==> src/rtl/hbr_pkg.sv <==
package hbr_pkg;

   typedef enum logic [1:0] {
      SQ_IDLE = 2'd0,
      SQ_REQ  = 2'd1,
      SQ_WAIT = 2'd2
   } sq_state_t;

   localparam logic [1:0] OP_WRITE = 2'b00;
   localparam logic [1:0] OP_READ  = 2'b10;

   localparam logic CFG_SPACE_SEL = 1'b0;

   localparam logic [1:0] RB_DATA_LO = 2'd0;
   localparam logic [1:0] RB_DATA_HI = 2'd1;
   localparam logic [1:0] RB_CTRL    = 2'd2;
   localparam logic [1:0] RB_STATUS  = 2'd3;

   // returns {defined, host address}
   function automatic logic [10:0] map_code(input logic [3:0] code);
      logic [10:0] r;
      case (code)
         4'd0:    r = {1'b1, 10'h200};
         4'd1:    r = {1'b1, 10'h240};
         4'd2:    r = {1'b1, 10'h280};
         4'd3:    r = {1'b1, 10'h2C0};
         4'd4:    r = {1'b1, 10'h300};
         4'd5:    r = {1'b1, 10'h320};
         4'd6:    r = {1'b1, 10'h340};
         4'd7:    r = {1'b1, 10'h380};
         4'd8:    r = {1'b1, 10'h384};
         4'd9:    r = {1'b1, 10'h388};
         4'd10:   r = {1'b1, 10'h38C};
         4'd11:   r = {1'b1, 10'h390};
         default: r = {1'b0, 10'h000};
      endcase
      return r;
   endfunction

endpackage

==> src/rtl/hbr_code_decode.sv <==
module hbr_code_decode #(
   parameter int CODE_W  = 4,
   parameter int HADDR_W = 10
) (
   input  logic [CODE_W-1:0]  code,
   output logic [HADDR_W-1:0] addr,
   output logic               defined
);
   import hbr_pkg::*;

   logic [10:0] base;

   initial begin
      assert (CODE_W >= 4) else $error("CODE_W must be at least 4");
      assert (HADDR_W == 10) else $error("HADDR_W must be 10");
   end

   assign base = map_code(code[3:0]);
   assign addr = base[HADDR_W-1:0];

   generate
      if (CODE_W > 4) begin : g_wide
         assign defined = base[10] && (code[CODE_W-1:4] == '0);
      end else begin : g_exact
         assign defined = base[10];
      end
   endgenerate

endmodule

==> src/rtl/hbr_sequencer.sv <==
module hbr_sequencer #(
   parameter int RD_LAT = 1
) (
   input  logic clk,
   input  logic rst_n,
   input  logic start,
   input  logic code_ok,
   input  logic is_write,
   output logic busy,
   output logic launch,
   output logic capture,
   output logic done
);
   import hbr_pkg::*;

   localparam int CNT_W = (RD_LAT < 1) ? 1 : $clog2(RD_LAT + 1);

   sq_state_t        state;
   logic [CNT_W-1:0] cnt;
   logic             wr_q;

   initial begin
      assert (RD_LAT >= 1) else $error("RD_LAT must be at least 1");
   end

   always_ff @(posedge clk or negedge rst_n) begin
      if (!rst_n) begin
         state <= SQ_IDLE;
         cnt   <= '0;
         wr_q  <= 1'b0;
      end else begin
         case (state)
            SQ_IDLE: begin
               if (start && code_ok) begin
                  state <= SQ_REQ;
                  wr_q  <= is_write;
               end
            end
            SQ_REQ: begin
               if (wr_q) begin
                  state <= SQ_IDLE;
               end else begin
                  state <= SQ_WAIT;
                  cnt   <= CNT_W'(1);
               end
            end
            SQ_WAIT: begin
               if (cnt == CNT_W'(RD_LAT)) state <= SQ_IDLE;
               else                       cnt   <= cnt + 1'b1;
            end
            default: state <= SQ_IDLE;
         endcase
      end
   end

   assign busy    = (state != SQ_IDLE);
   assign launch  = start && code_ok;
   assign capture = (state == SQ_WAIT) && (cnt == CNT_W'(RD_LAT));
   assign done    = (start && !code_ok) || ((state == SQ_REQ) && wr_q) || capture;

endmodule

==> src/rtl/hbr_host_port.sv <==
module hbr_host_port #(
   parameter int DATA_W  = 32,
   parameter int HADDR_W = 10
) (
   input  logic               clk,
   input  logic               rst_n,
   input  logic               launch,
   input  logic [HADDR_W-1:0] addr_in,
   input  logic [1:0]         op_in,
   input  logic [DATA_W-1:0]  wdata_in,
   output logic               req,
   output logic [HADDR_W-1:0] addr,
   output logic [1:0]         op,
   output logic               mgmt_sel,
   output logic [DATA_W-1:0]  wdata
);
   import hbr_pkg::*;

   always_ff @(posedge clk or negedge rst_n) begin
      if (!rst_n) begin
         req      <= 1'b0;
         addr     <= '0;
         op       <= OP_WRITE;
         mgmt_sel <= CFG_SPACE_SEL;
         wdata    <= '0;
      end else begin
         req <= launch;
         if (launch) begin
            addr     <= addr_in;
            op       <= op_in;
            mgmt_sel <= CFG_SPACE_SEL;
            wdata    <= wdata_in;
         end
      end
   end

endmodule

==> src/rtl/rbus_mac_bridge.sv <==
module rbus_mac_bridge #(
   parameter int DATA_W        = 32,
   parameter int HADDR_W       = 10,
   parameter int CODE_W        = 4,
   parameter int RD_LAT        = 1,
   parameter int CTRL_WEN_BIT  = 15,
   parameter int CTRL_SEL_BIT  = 10,
   parameter int CTRL_CODE_LSB = 0
) (
   input  logic                  clk,
   input  logic                  rst_n,
   input  logic                  rb_sel,
   input  logic                  rb_wr,
   input  logic [1:0]            rb_addr,
   input  logic [DATA_W-1:0]     rb_wdata,
   output logic [DATA_W-1:0]     rb_rdata,
   output logic [1:0]            host_req,
   output logic [2*HADDR_W-1:0]  host_addr,
   output logic [3:0]            host_opcode,
   output logic [1:0]            host_mgmt_sel,
   output logic [2*DATA_W-1:0]   host_wdata,
   input  logic [2*DATA_W-1:0]   host_rdata
);
   import hbr_pkg::*;

   localparam int NUM_MAC  = 2;
   localparam int CODE_MSB = CTRL_CODE_LSB + CODE_W - 1;

   initial begin
      assert (DATA_W == 32) else $error("DATA_W must be 32");
      assert (CODE_MSB < DATA_W) else $error("code field outside word");
      assert (CTRL_WEN_BIT < DATA_W && CTRL_SEL_BIT < DATA_W) else $error("bit outside word");
      assert (CTRL_WEN_BIT != CTRL_SEL_BIT) else $error("control bits overlap");
      assert (CTRL_WEN_BIT > CODE_MSB || CTRL_WEN_BIT < CTRL_CODE_LSB) else $error("wen overlaps code");
      assert (CTRL_SEL_BIT > CODE_MSB || CTRL_SEL_BIT < CTRL_CODE_LSB) else $error("sel overlaps code");
   end

   logic [DATA_W-1:0]  data_lo_q, data_hi_q, ctrl_q;
   logic [NUM_MAC-1:0] ready_q;
   logic               sel_q;

   logic               wr_lo, wr_hi, wr_ctrl, start;
   logic               new_wen, new_sel, sel_eff;
   logic [CODE_W-1:0]  new_code;
   logic [HADDR_W-1:0] dec_addr;
   logic               dec_ok;
   logic               busy, launch, capture, done;
   logic [DATA_W-1:0]  rd_word;

   assign wr_lo   = rb_sel && rb_wr && (rb_addr == RB_DATA_LO);
   assign wr_hi   = rb_sel && rb_wr && (rb_addr == RB_DATA_HI);
   assign wr_ctrl = rb_sel && rb_wr && (rb_addr == RB_CTRL);
   assign start   = wr_ctrl && !busy;

   assign new_wen  = rb_wdata[CTRL_WEN_BIT];
   assign new_sel  = rb_wdata[CTRL_SEL_BIT];
   assign new_code = rb_wdata[CTRL_CODE_LSB +: CODE_W];
   assign sel_eff  = start ? new_sel : sel_q;

   hbr_code_decode #(
      .CODE_W (CODE_W),
      .HADDR_W(HADDR_W)
   ) i_decode (
      .code   (new_code),
      .addr   (dec_addr),
      .defined(dec_ok)
   );

   hbr_sequencer #(
      .RD_LAT(RD_LAT)
   ) i_seq (
      .clk     (clk),
      .rst_n   (rst_n),
      .start   (start),
      .code_ok (dec_ok),
      .is_write(new_wen),
      .busy    (busy),
      .launch  (launch),
      .capture (capture),
      .done    (done)
   );

   assign rd_word = host_rdata[sel_q*DATA_W +: DATA_W];

   generate
      for (genvar m = 0; m < NUM_MAC; m++) begin : g_mac
         hbr_host_port #(
            .DATA_W (DATA_W),
            .HADDR_W(HADDR_W)
         ) i_port (
            .clk     (clk),
            .rst_n   (rst_n),
            .launch  (launch && (new_sel == 1'(m))),
            .addr_in (dec_addr),
            .op_in   (new_wen ? OP_WRITE : OP_READ),
            .wdata_in(data_lo_q),
            .req     (host_req[m]),
            .addr    (host_addr[m*HADDR_W +: HADDR_W]),
            .op      (host_opcode[m*2 +: 2]),
            .mgmt_sel(host_mgmt_sel[m]),
            .wdata   (host_wdata[m*DATA_W +: DATA_W])
         );
      end
   endgenerate

   always_ff @(posedge clk or negedge rst_n) begin
      if (!rst_n) begin
         data_lo_q <= '0;
         data_hi_q <= '0;
         ctrl_q    <= '0;
         sel_q     <= 1'b0;
      end else begin
         if (capture)                          data_lo_q <= rd_word;
         else if (start && !dec_ok && !new_wen) data_lo_q <= '0;
         else if (wr_lo)                       data_lo_q <= rb_wdata;
         if (wr_hi) data_hi_q <= rb_wdata;
         if (start) begin
            ctrl_q <= rb_wdata;
            sel_q  <= new_sel;
         end
      end
   end

   always_ff @(posedge clk or negedge rst_n) begin
      if (!rst_n) begin
         ready_q <= '0;
      end else begin
         for (int m = 0; m < NUM_MAC; m++) begin
            if (done && (sel_eff == 1'(m)))        ready_q[m] <= 1'b1;
            else if (start && (new_sel == 1'(m))) ready_q[m] <= 1'b0;
         end
      end
   end

   always_comb begin
      case (rb_addr)
         RB_DATA_LO: rb_rdata = data_lo_q;
         RB_DATA_HI: rb_rdata = data_hi_q;
         RB_CTRL:    rb_rdata = ctrl_q;
         default:    rb_rdata = {{(DATA_W-NUM_MAC){1'b0}}, ready_q};
      endcase
   end

endmodule

==> config.mk <==
export PLATFORM = sky130hd
export DESIGN_NAME = rbus_mac_bridge
export DESIGN_NICKNAME = d
export VERILOG_FILES = /design/src/rtl/hbr_pkg.sv /design/src/rtl/hbr_code_decode.sv /design/src/rtl/hbr_sequencer.sv /design/src/rtl/hbr_host_port.sv /design/src/rtl/rbus_mac_bridge.sv
export SDC_FILE = /design/constraint.sdc
export NUM_CORES = 1
export LEC_CHECK = 0
export BUFFER_PORTS_ARGS = -buffer_cell sky130_fd_sc_hd__buf_2
export CAP_MARGIN = 20
export CORE_MARGIN = 2
export CORE_UTILIZATION = 55
export CTS_BUF_LIST = sky130_fd_sc_hd__clkbuf_8
export DETAILED_ROUTE_END_ITERATION = 16
export PLACE_DENSITY = 0.85
export SYNTH_ARGS = -nofsm -noshare
export SYNTH_HDL_FRONTEND = slang
export SYNTH_SLANG_ARGS = --single-unit
==> constraint.sdc <==
create_clock -name clk -period 2.35 [get_ports clk]
set_clock_uncertainty 0.05 [all_clocks]
set_input_delay 0.1175 -clock clk [delete_from_list [all_inputs] [get_ports clk]]
set_output_delay 0.1175 -clock clk [all_outputs]
set_load 0.02 [all_outputs]
[After elaboration in Yosys (flattened, before gate mapping)]
Memories as Yosys holds them, arrays and structs flattened.
Index checks and enable logic that the tools add are counted.
Cells by class
  mux-type cells: 17
  shift operators: 1
  bitwise operators: 2
  $mul: 0
  $lt $le $gt $ge: 0
  add/subtract/negate cells: 1
  div/mod/pow operators: 0
  reduce and logical (&&, ||, !) cells: 31
  equal/unequal tests: 7
Operator list (number)
  $mux W32: 3
  $pmux W32 S3: 1
  $shiftx A64 B7 Y32: 1
  $logic_and A1 B1 Y1: 16
  $mux W2: 4
  $reduce_bool A2 Y1: 4
  $mux W1: 7
  $pmux W2 S3: 1
  $reduce_and A2 Y1: 3
  $eq A2 B1 Y1 const B: 2
  $eq A2 B2 Y1 const B: 2
  $logic_not A2 Y1: 2
  $ne A2 B2 Y1 const B: 2
  $logic_not A1 Y1: 3
  $reduce_bool A3 Y1: 1
  $logic_or A1 B1 Y1: 2
  $ne A2 B1 Y1 const B: 1
  $not A1 Y1: 2
  $pmux W1 S2: 1
  $add A1 B1 Y1 const B: 1
Storage, ports and cells
  memories kept: 1
  RAM bits: 0
  word-level logic and storage cells: 77
  memory bits (read-only): 144
  input bits: 102
  latch bits: 0
  flip-flop bits (word level): 193
Memories
  (no name shown): words 16, width 9, rd ports 1, clocked after memory_dff 0, wr ports 0, RTL line hbr_pkg.sv:22  | case (code)

[Depth between registers and ports, before layout]
  depth after elaboration: 8
  depth in mapped cells: 7
  mapped depth without buffers: 5

[By module]
From an unflattened synthesis, not the netlist that was laid out.
Second synthesis, totals
  cells, all modules: 657
  area total of the unflattened synthesis: 9232.6 um2
Modules (own cells, without submodules)
  rbus_mac_bridge: area an instance 5066.1 um2, cells each 416, instances 1, sequential area each 2477.4 um2
  hbr_host_port: area an instance 1874.3 um2, cells each 96, instances 2, sequential area each 1126.1 um2
  hbr_sequencer: area an instance 270.3 um2, cells each 27, instances 1, sequential area each 100.1 um2
  hbr_code_decode: area an instance 147.6 um2, cells each 22, instances 1, sequential area each 0.0 um2

[Least setup slack after synthesis]
Ideal clock, no wire load.
  path type: flip-flop to flip-flop
  start point: register i_seq.state[1]
  end point: register g_mac[0].i_port.addr[2]
  period minus slack after synthesis: 1930 ps
  stages on the path, launching flop included: 7
  setup time: 125 ps
  arrival: 1756 ps
  path slack: 420 ps
  required time: 2175 ps
  path through: dfrtp_1 > nor4b_4 > nand3_1 > buf_2 > nor3_4 > buf_6 > mux2_2
Between the ends
  word-level cells in the longest chain between the ends: 5
Ends and longest elaborated chain
  start: declaration: RTL line hbr_sequencer.sv:18  | sq_state_t state;
  start signal: assignment: RTL line hbr_sequencer.sv:28  | state <= SQ_IDLE;
  start signal: assignment: RTL line hbr_sequencer.sv:35  | state <= SQ_REQ;
  start signal: assignment: RTL line hbr_sequencer.sv:41  | state <= SQ_IDLE;
  $reduce_bool A2 Y1: RTL line hbr_sequencer.sv:56  | assign busy = (state != SQ_IDLE);
  $logic_not A1 Y1: RTL line rbus_mac_bridge.sv:53  | assign start = wr_ctrl && !busy;
  $logic_and A1 B1 Y1: RTL line rbus_mac_bridge.sv:53
  $logic_and A1 B1 Y1: RTL line hbr_sequencer.sv:57  | assign launch = start && code_ok;
  $logic_and A1 B1 Y1: RTL line rbus_mac_bridge.sv:93  | .launch (launch && (new_sel == 1'(m))),
  end signal: assignment: RTL line hbr_host_port.sv:29  | addr <= addr_in;
  end: declaration: RTL line hbr_host_port.sv:12  | output logic [HADDR_W-1:0] addr,
No other way between the ends.
A chain may end at the register's enable or synchronous reset.

[Worst setup path after layout]
  start point: register i_seq.state[1]
  end point: register g_mac[1].i_port.wdata[28]
Between the ends
  word-level cells in the longest chain between the ends: 5
Ends and longest elaborated chain
  $reduce_bool A2 Y1: RTL line hbr_sequencer.sv:56
  $logic_not A1 Y1: RTL line rbus_mac_bridge.sv:53
  $logic_and A1 B1 Y1: RTL line rbus_mac_bridge.sv:53
  $logic_and A1 B1 Y1: RTL line hbr_sequencer.sv:57
  $logic_and A1 B1 Y1: RTL line rbus_mac_bridge.sv:93
  end signal: assignment: RTL line hbr_host_port.sv:32  | wdata <= wdata_in;
  end: declaration: RTL line hbr_host_port.sv:15  | output logic [DATA_W-1:0] wdata
No other way between the ends.

==> summary.md <==
| Metric | Value |
|---|---|
| Kind of critical path | reg -> reg |
| Max Fanout on Critical Path | 18 |
| Slowest cell on crit path | dfrtp_1 |
| Postcts setup bufs | 0 |
| Critical path startpoint category | flip-flop |
| # fillers | 1103 |
| Seq/Total Area, Yosys | 55.3% |
| Post-synthesis register bit count | 187 |
| Skew-Pair Late Insertion Delay | 0.46 ns |
| Pre-CTS setup slack | 0.191 ns |
| Synth unique cells | 32 |
| Ys Warns | 0 |
| Setup violations, final | 0 |
| Hold slack | 0.0223 ns |
| Non-Filler Instances | 1166 |
| Relative slew slack | 54.2% |
| Post-synthesis mux area share | 23.4% |
| Resize count post-CTS | 0 |
| Max Cap Viol | 0 |
| Global-route wire length before repair | 33.6 mm |
| Wirelength per Cell | 18.0 µm |
| Static Leakage | 5.36 nW |
| Vert. Die Dim | 128 µm |
| Mapped Cells | 725 |
| Synth Area in Compound Gates | 7.46% |
| H-tree levels | 4 |
| Status | finished clean |
| CP endpoint kind | flip-flop |
| Routability cong. | 0.834 |
| Total congestion overflow | 0 |
| Final Max Tran Viols | 0 |
| CTS buffer count | 17 |
| Crit path cell chain | nor4b_4 > nand3_2 > nor3b_4 > buf_4 > mux2_2 |
| DRT Wirelength | 20.9 mm |
| Root Buffer | clkbuf_8 |
| Hold crit path type | in -> reg |
| NumNets Final | 1072 |
| Largest family of logic cells by synthesized area | multiplexers |
| Largest net degree at the start of global routing | 81 |
| CP delay by family, top | simple AND/OR/NAND/NOR gates |
| Fmax | 460 MHz |
| DP Area | 9780 µm² |
| Inst Count DP | 1098 |
| Min cycle time layout | 2.18 ns |
| Post-Synth Adder-Cell Area | 0.592% |
| Max clock buf depth | 2 |
| First DRT Iteration DRCs | 380 |
| Crit path DAT | 2.47 ns |
| # diodes | 0 |
| Via density | 5.57 |
| Number of clock sinks | 187 |
| Die width | 128 µm |
| Core outline area | 15100 µm² |
| Drt pass-1 iters | 4 |
| IO buf count | 217 |
| Total number of vias | 6499 |
| Synth Cell Area | 8460 µm² |
| Worst Path Buf+Inv | 1 |
| Remaining antenna violation count | 0 |
| Final setup TNS | 0 ns |
| Design Area, Final | 10500 µm² |
| Syn_area_per_cell | 11.7 µm² |
| Detail Placement HPWL | 13.7 mm |
| CTS clk-pin slew, worst paths | 0.10 ns |
| Rows | 45 |
| Post-Synth XOR/XNOR Area | 0% |
| Worst-Margin Slew | 0.687 ns |
| PD cells | 966 nW/µm² |
| Residual DRC count | 0 |
| Max IR drop VDD | 674 µV |
| Final core utilization | 69.7% |
| Syn-to-layout area delta | 24.3% |
| Die area | 16400 µm² |
| # IOs | 226 |
| Fin. Hold Viols | 0 |
| Final worst slack | 0.175 ns |
| CTS tree | done |
| Slowest stage delay, CP | 0.44 ns |
| RSZ-0062 raised after global routing | no |
| Initial antenna violation count | 0 |
| Post-Synth Simple-Gate Area | 9.14% |
| Worst Path Required | 2.65 ns |
| Number of global-route vias before repair | 6524 |
| Share of cells above drive strength 1 | 39.9% |
| Final period util | 92.6% |
| Power after layout | 10.2 mW |
| GRT Util Overall | 26.5% |
| Initial Utilization | 56.1% |
[synth_stat cells]
library cell,n,share of area [%]
or3_1,1,0.074
mux2i_1,68,8.0
nor2_1,37,1.6
dfrtp_1,187,55
o22ai_1,2,0.15
nand3_1,1,0.059
o31a_1,1,0.10
buf_1,7,0.31
nor3b_1,1,0.089
nor3_4,1,0.19
a21oi_1,31,1.8
buf_6,4,0.53
buf_2,3,0.18
and4bb_2,1,0.15
a21o_1,1,0.089
nor3b_2,1,0.15
conb_1,1,0.044
ha_1,4,0.59
inv_1,8,0.36
clkbuf_1,31,1.4
mux2_2,108,14
nor2b_1,4,0.30
nor4b_4,1,0.28
o21ai_0,35,2.1
nand2b_1,1,0.074
nand3b_1,3,0.27
mux2_1,3,0.40
o2bb2ai_1,31,3.2
nand2_1,129,5.7
buf_4,15,1.3
mux4_2,2,0.53
or2_2,2,0.15
[cell usage in the layout, fill, tap and decap left out, types with 2 or more instances in the layout]
cell / count
a21oi_1: 31
mux2_1: 3
nand3b_1: 3
nand2_1: 128
nor2_1: 37
clkbuf_8: 20
buf_2: 216
clkinvlp_4: 4
inv_1: 9
clkinv_2: 4
buf_4: 14
mux2i_1: 68
clkinv_4: 2
conb_1: 8
ha_1: 4
o2bb2ai_1: 31
nor2b_4: 2
o22ai_1: 2
dlygate4sd3_1: 37
mux2_2: 108
or2_2: 2
o21ai_0: 35
dfrtp_1: 186
mux4_2: 2
buf_12: 7
[worst min-delay path, cell delays in order]
cell and delay [ns]:
buf_2 0.07, mux2i_1 0.06, nor2_1 0.08, a21oi_1 0.05, o2bb2ai_1 0.12
[registers in the layout (all words and copies together), names as in the netlist]
signal / cells
g_mac.i_port.op: 2
g_mac.i_port.req: 2
i_seq.state: 2
ctrl_q: 32
i_seq.wr_q: 1
data_lo_q: 32
i_seq.cnt: 1
data_hi_q: 32
ready_q: 2
g_mac.i_port.addr: 16
g_mac.i_port.wdata: 64
sel_q: 1
[layer usage]
| metal | track usage, % | up-vias | wire length [µm] |
|---|---|---|---|
| met5 | 0 | - | 0 |
| met4 | 8.02 | 0 | 359 |
| met3 | 5.38 | 35 | 1140 |
| met2 | 43.5 | 238 | 10200 |
| met1 | 36.0 | 3253 | 9230 |
| li1 | - | 2973 | - |
[worst paths after layout]
| kind | from | end | slack, ns | cells after the start |
|---|---|---|---|---|
| max | i_seq.state[1] | g_mac[1].i_port.wdata[28] | 0.17 | 5 |
| min | host_rdata[51] | data_lo_q[19] | 0.02 | 5 |
| max reg2reg | i_seq.state[1] | g_mac[1].i_port.wdata[28] | 0.17 | 5 |
| min reg2reg | ctrl_q[13] | ctrl_q[13] | 0.43 | 2 |
| max in group asynchronous | rst_n | sel_q | 1.35 | 3 |
| min in group asynchronous | rst_n | g_mac[0].i_port.wdata[23] | 0.20 | 2 |
[power breakdown]
group	leakage, nW	internal (mW)	switching (mW)	total (mW)
Combinational	2.83	1.46	1.81	3.27
Sequential	2.35	4.21	0.672	4.88
Clock	0.181	0.879	1.12	2.00
Total	5.36	6.55	3.61	10.2
[what timing repair did]
action	CTS	global route
hold buffers	37	0
endpoints found under the setup margin	0	0
hold endpoints to repair	169	0
[layout make-up]
cell class / count / area (µm²) / area share [%]
clock buffer: 19 / 262 / 2.49
clock inverter: 12 / 101 / 0.964
inverter: 8 / 30.0 / 0.286
multi-input combinational: 477 / 3490 / 33.2
sequential: 187 / 4680 / 44.5
tap: 188 / 235 / 2.24
timing repair buffer: 275 / 1710 / 16.3
[logic make-up after synthesis]
| logic type | count (synthesis) |
|---|---|
| AO/OA/AOI/OAI | 101 |
| adder cells (fa/ha/maj) | 4 |
| buffers and inverters | 68 |
| flip-flops | 187 |
| multiplexers | 181 |
| other | 1 |
| AND/OR/NAND/NOR | 183 |
No activity file was read; power rests on OpenSTA's default activity.
